===== config.mk =====
export PLATFORM = sky130hd
export DESIGN_NAME = flash_stat_irq
export DESIGN_NICKNAME = d
export VERILOG_FILES = /design/src/rtl/flash_stat_pkg.sv /design/src/rtl/evt_latch.sv /design/src/rtl/recover_seq.sv /design/src/rtl/fifo_stat_pack.sv /design/src/rtl/flash_stat_irq.sv
export SDC_FILE = /design/constraint.sdc
export NUM_CORES = 1
export LEC_CHECK = 0
export BUFFER_PORTS_ARGS = -buffer_cell sky130_fd_sc_hd__buf_2
export CAP_MARGIN = 20
export CORE_UTILIZATION = 41
export CTS_CLUSTER_DIAMETER = 150
export DETAILED_ROUTE_END_ITERATION = 6
export GPL_ROUTABILITY_DRIVEN = 1
export PLACE_DENSITY_LB_ADDON = 0.12
export SYNTH_ARGS = -nofsm -noshare
export SYNTH_HDL_FRONTEND = slang
export SYNTH_SLANG_ARGS = --single-unit

===== constraint.sdc =====
create_clock -name clk -period 1.7 [get_ports clk]
set_input_delay 0.085 -clock clk [delete_from_list [all_inputs] [get_ports clk]]
set_output_delay 0.085 -clock clk [all_outputs]
set_load 0.02 [all_outputs]

===== src/rtl/flash_stat_pkg.sv =====
package flash_stat_pkg;
    localparam int NUM_EVT = 8;

    localparam int EV_RX_FULL   = 0;
    localparam int EV_RX_UNDER  = 1;
    localparam int EV_TX_OVER   = 2;
    localparam int EV_TX_EMPTY  = 3;
    localparam int EV_XFER_DONE = 4;
    localparam int EV_BUS_ERR   = 5;
    localparam int EV_PROTO_ERR = 6;
    localparam int EV_DMA_DONE  = 7;

    typedef enum logic [1:0] {
        SEL_MASK    = 2'd0,
        SEL_CLEAR   = 2'd1,
        SEL_RECOVER = 2'd2,
        SEL_NONE    = 2'd3
    } wr_sel_e;

    typedef struct packed {
        logic [NUM_EVT-1:0] raw;
        logic [NUM_EVT-1:0] mask;
    } evt_state_t;
endpackage


===== src/rtl/evt_latch.sv =====
module evt_latch
    import flash_stat_pkg::*;
(
    input  logic               clk,
    input  logic               rst_n,
    input  logic [NUM_EVT-1:0] evt,
    input  logic               clr_we,
    input  logic               mask_we,
    input  logic [NUM_EVT-1:0] wdata,
    output logic [NUM_EVT-1:0] raw,
    output logic [NUM_EVT-1:0] mask,
    output logic [NUM_EVT-1:0] masked
);
    evt_state_t st_d, st_q;

    always_comb begin
        st_d = st_q;
        if (clr_we) begin
            st_d.raw = st_q.raw & ~wdata;
        end
        // a pulse in the same cycle as a clear keeps the bit set
        st_d.raw = st_d.raw | evt;
        if (mask_we) begin
            st_d.mask = wdata;
        end
    end

    always_ff @(posedge clk or negedge rst_n) begin
        if (!rst_n) begin
            st_q.raw  <= '0;
            st_q.mask <= '1;
        end else begin
            st_q <= st_d;
        end
    end

    genvar gi;
    generate
        for (gi = 0; gi < NUM_EVT; gi++) begin : g_mask
            assign masked[gi] = st_q.raw[gi] & ~st_q.mask[gi];
        end
    endgenerate

    assign raw  = st_q.raw;
    assign mask = st_q.mask;
endmodule


===== src/rtl/recover_seq.sv =====
module recover_seq #(
    parameter int REC_CYCLES = 4
) (
    input  logic clk,
    input  logic rst_n,
    input  logic start,
    output logic active
);
    localparam int CNT_W = $clog2(REC_CYCLES + 1);
    localparam logic [CNT_W-1:0] CNT_LOAD = CNT_W'(REC_CYCLES);

    typedef struct packed {
        logic [CNT_W-1:0] cnt;
    } rec_state_t;

    rec_state_t st_d, st_q;

    always_comb begin
        st_d = st_q;
        if (st_q.cnt != '0) begin
            st_d.cnt = st_q.cnt - 1'b1;
        end else if (start) begin
            st_d.cnt = CNT_LOAD;
        end
    end

    always_ff @(posedge clk or negedge rst_n) begin
        if (!rst_n) begin
            st_q.cnt <= '0;
        end else begin
            st_q <= st_d;
        end
    end

    assign active = (st_q.cnt != '0);
endmodule


===== src/rtl/fifo_stat_pack.sv =====
module fifo_stat_pack #(
    parameter int DEPTH = 16,
    parameter int LVL_W = $clog2(DEPTH + 1)
) (
    input  logic [LVL_W-1:0] tx_level,
    input  logic [LVL_W-1:0] rx_level,
    output logic [31:0]      word
);
    localparam int TX_POS = 8;
    localparam int RX_POS = 16;
    localparam logic [LVL_W-1:0] FULL_LVL = LVL_W'(DEPTH);

    always_comb begin
        word = '0;
        word[0] = (tx_level == FULL_LVL);
        word[1] = (tx_level == '0);
        word[2] = (rx_level == '0);
        word[3] = (rx_level == FULL_LVL);
        word[TX_POS +: LVL_W] = tx_level;
        word[RX_POS +: LVL_W] = rx_level;
    end
endmodule


===== src/rtl/flash_stat_irq.sv =====
module flash_stat_irq
    import flash_stat_pkg::*;
#(
    parameter int DEPTH      = 16,
    parameter int LVL_W      = $clog2(DEPTH + 1),
    parameter int REC_CYCLES = 4
) (
    input  logic               clk,
    input  logic               rst_n,
    input  logic [NUM_EVT-1:0] evt_pulse,
    input  logic               wr_en,
    input  logic [1:0]         wr_sel,
    input  logic [NUM_EVT-1:0] wr_data,
    input  logic [LVL_W-1:0]   tx_level,
    input  logic [LVL_W-1:0]   rx_level,
    input  logic               engine_busy,
    output logic [NUM_EVT-1:0] raw_status,
    output logic [NUM_EVT-1:0] masked_status,
    output logic [NUM_EVT-1:0] mask_status,
    output logic [31:0]        fifo_status,
    output logic               ctrl_busy,
    output logic               recover_bit,
    output logic               recover_rst,
    output logic               irq
);
    logic clr_we, mask_we, rec_start, rec_active;

    assign clr_we    = wr_en && (wr_sel == SEL_CLEAR);
    assign mask_we   = wr_en && (wr_sel == SEL_MASK);
    assign rec_start = wr_en && (wr_sel == SEL_RECOVER) && wr_data[0];

    evt_latch u_evt (
        .clk    (clk),
        .rst_n  (rst_n),
        .evt    (evt_pulse),
        .clr_we (clr_we),
        .mask_we(mask_we),
        .wdata  (wr_data),
        .raw    (raw_status),
        .mask   (mask_status),
        .masked (masked_status)
    );

    recover_seq #(.REC_CYCLES(REC_CYCLES)) u_rec (
        .clk   (clk),
        .rst_n (rst_n),
        .start (rec_start),
        .active(rec_active)
    );

    fifo_stat_pack #(.DEPTH(DEPTH), .LVL_W(LVL_W)) u_fifo (
        .tx_level(tx_level),
        .rx_level(rx_level),
        .word    (fifo_status)
    );

    assign recover_bit = rec_active;
    assign recover_rst = rec_active;
    assign ctrl_busy   = engine_busy | rec_active;
    assign irq         = |masked_status;
endmodule


==> flow_summary.json <==
{
  "antenna_found_initial": 0,
  "routed_wl_um": 2380,
  "critPathLaunchType": "flop",
  "place_area_um2": 1330,
  "met2WireLength_um": 1330,
  "io_buffers": 73,
  "start_util_pct": 43.7,
  "antenna_left": 0,
  "via_per_inst": 4.44,
  "avgSynthCellArea_um2": 10.3,
  "fin_util_pct": 58.3,
  "grt_pass1_vias": 781,
  "grt-ovfl-total": 0,
  "crit_slowest_cell": "dfrtp_1",
  "async_flop_share_pct": 100,
  "cts_setup_buffers": 0,
  "ys_warn_count": 0,
  "cts-root-buf": "clkbuf_4",
  "final_area_um2": 1440,
  "synth_top_cells_by_count": "buf_4, nand2_1, dfrtp_1, nor2b_1",
  "place.gp.congestion": 0.705,
  "syn-instance-count": 105,
  "synth.most_common_cell": "buf_4",
  "cp.required_ns": 1.62,
  "grt_max_degree": 20,
  "r2r_cells": 2,
  "max_clock_freq_ghz": 0.611,
  "top_layer_used": "met3",
  "wire_per_inst_um": 11.4,
  "startpoint": "u_rec.st_q[0]",
  "period_minus_slack_ns": 1.64,
  "fin_tns_setup_ns": 0,
  "die_w_um": 53.4,
  "grt_pass1_wl_um": 3430,
  "crit_chain": "or3_4 > or2_2 > buf_2",
  "layout.nets": 211,
  "worstPathArrival_ns": 1.55,
  "seq_area_frac_synth_pct": 44.8,
  "crit_path_end_kind": "output port",
  "ir_drop_mv": 0.620,
  "cts_tree": "yes",
  "num_vias": 923,
  "status": "completed",
  "ff2ff_setup_slack_ns": 0.63,
  "dieArea_um2": 2850,
  "critPathKind": "flop to output port",
  "stdcell_count": 208,
  "finClkSkew_ns": 0.0000666,
  "die_y_um": 53.4,
  "slowest_delay_ns": 0.42,
  "cts_inserted_buffers": 3,
  "timing.rr.end": "u_rec.st_q[2]",
  "drv_slew": 0,
  "hold_depth": 2,
  "synth-edff-count": 0,
  "cap_viol_max_count": 0,
  "yosys.area.top_type": "dfrtp_1",
  "m1WireLength_um": 831,
  "hold_violations": 0,
  "fin_hold_ws_ns": 0.0335,
  "drt_pass1_iterations": 3,
  "synth_ff_type": "dfrtp_1",
  "htreeDepth": 1,
  "drt-initial-drc-count": 6,
  "n_antenna_cell": 0,
  "clk_pin_slew_ns": 0.10,
  "area_growth_pct": 33.3,
  "clk_latency_ns": 0.29,
  "p_leak_nw": 0.717,
  "place_inst": 195,
  "hold_class": "primary input to flop",
  "synth_top_area_share_pct": 25.4,
  "r2r_start": "u_rec.st_q[0]",
  "ys_types": 20,
  "setup_violations": 0,
  "grt_use_total_pct": 17.4,
  "worstPathMaxFanout": 5,
  "dp_hpwl_um": 1870,
  "core_area_um2": 2480,
  "met3WireLength_um": 211,
  "powerDensity_nw_per_um2": 856,
  "fp-row-count": 18,
  "clockBufferDepth": 2,
  "ys_ff_latch": 19,
  "grt_setup_unrepaired": "false",
  "synth.area.top_cells": "dfrtp_1, buf_4, dfstp_2",
  "fin_crit_sh_pct": 96.2,
  "worstHoldStart": "wr_data[7]",
  "min_to": "u_evt.mask[7]",
  "cts_sinks": 19,
  "drive_gt1_share_pct": 53.9,
  "io_pins": 92,
  "netlist_area_um2": 1080,
  "drc": 0
}
[kinds of logic (layout without fill, tap and decap cells)]
family / after synthesis / count (layout) / share of synthesized area, %
AND/OR/NAND/NOR: 36 / 36 / 19.2
AO/OA/AOI/OAI: 10 / 10 / 6.47
multiplexers: 8 / 8 / 8.31
buffers and inverters: 31 / 87 / 20.9
flip-flops: 19 / 19 / 44.8
other: 1 / 18 / 0.346
[registers in the layout, indices dropped and copies added (netlist names)]
signal / flops
u_evt.mask: 8
u_rec.st_q: 3
u_evt.raw: 8
[per-layer routing]
layer	up-vias	track usage, %
li1	447	-
met1	430	16.5
met2	46	34.6
met3	0	6.90
met4	0	2.63
met5	-	0
[cells in the final DEF (no fill, tap or decap)]
cell,synthesis,routed
clkbuf_4,0,3
inv_1,1,1
nor2_1,5,5
and2_1,1,1
or4_1,1,1
mux2_2,8,8
o21ai_0,2,2
dlygate4sd3_1,0,9
nand2_1,12,12
dfstp_2,8,8
conb_1,1,18
clkbuf_1,0,1
nor2b_1,9,9
dfrtp_1,11,11
nor3b_4,1,1
or2_2,1,1
a21o_1,8,8
buf_2,1,73
nor4_1,3,3
nand4b_1,1,1
and3b_2,1,1
or3_4,1,1
[where the power goes]
group	switching [mW]	internal, mW
clock	0.129	0.0913
sequential	0.0357	0.526
combinational	0.284	0.170
[layout make-up]
class	count	area, µm²
flip-flops and latches	19	485
well taps	30	37.5
inverters	1	3.75
clock buffers	4	26.3
multi-input cells	72	435
fillers	232	1030
repair buffers	82	455
[what timing repair did]
action	4_1_cts	5_1_grt
hold buffers	9	0
gates resized for setup	0	0
hold endpoints to repair	19	0
[worst max-delay path by stage]
stage	end	slack, ns
final	ctrl_busy	0.06
after global routing	ctrl_busy	0.01
after CTS	ctrl_busy	0.04
after detailed placement	ctrl_busy	0.38
after global placement	ctrl_busy	0.40
after floorplan	ctrl_busy	0.44
[metrics by stage]
| step | setup WS, ns | power (mW) |
|---|---|---|
| after floorplan | 0.441 | 0.895 |
| after global placement | 0.400 | 1.01 |
| after detailed placement | 0.383 | 1.02 |
| after CTS | 0.0412 | 1.26 |
| after global routing | 0.0107 | 1.32 |
| final | 0.0638 | 1.24 |
[worst max-delay path: cells and delay by family, from the launching register on]
family | cells | cell delay [ns]
buf+inv | 1 | 0.16
flops | 1 | 0.42
simple gates | 2 | 0.68
(Power assumes the default switching activity.)
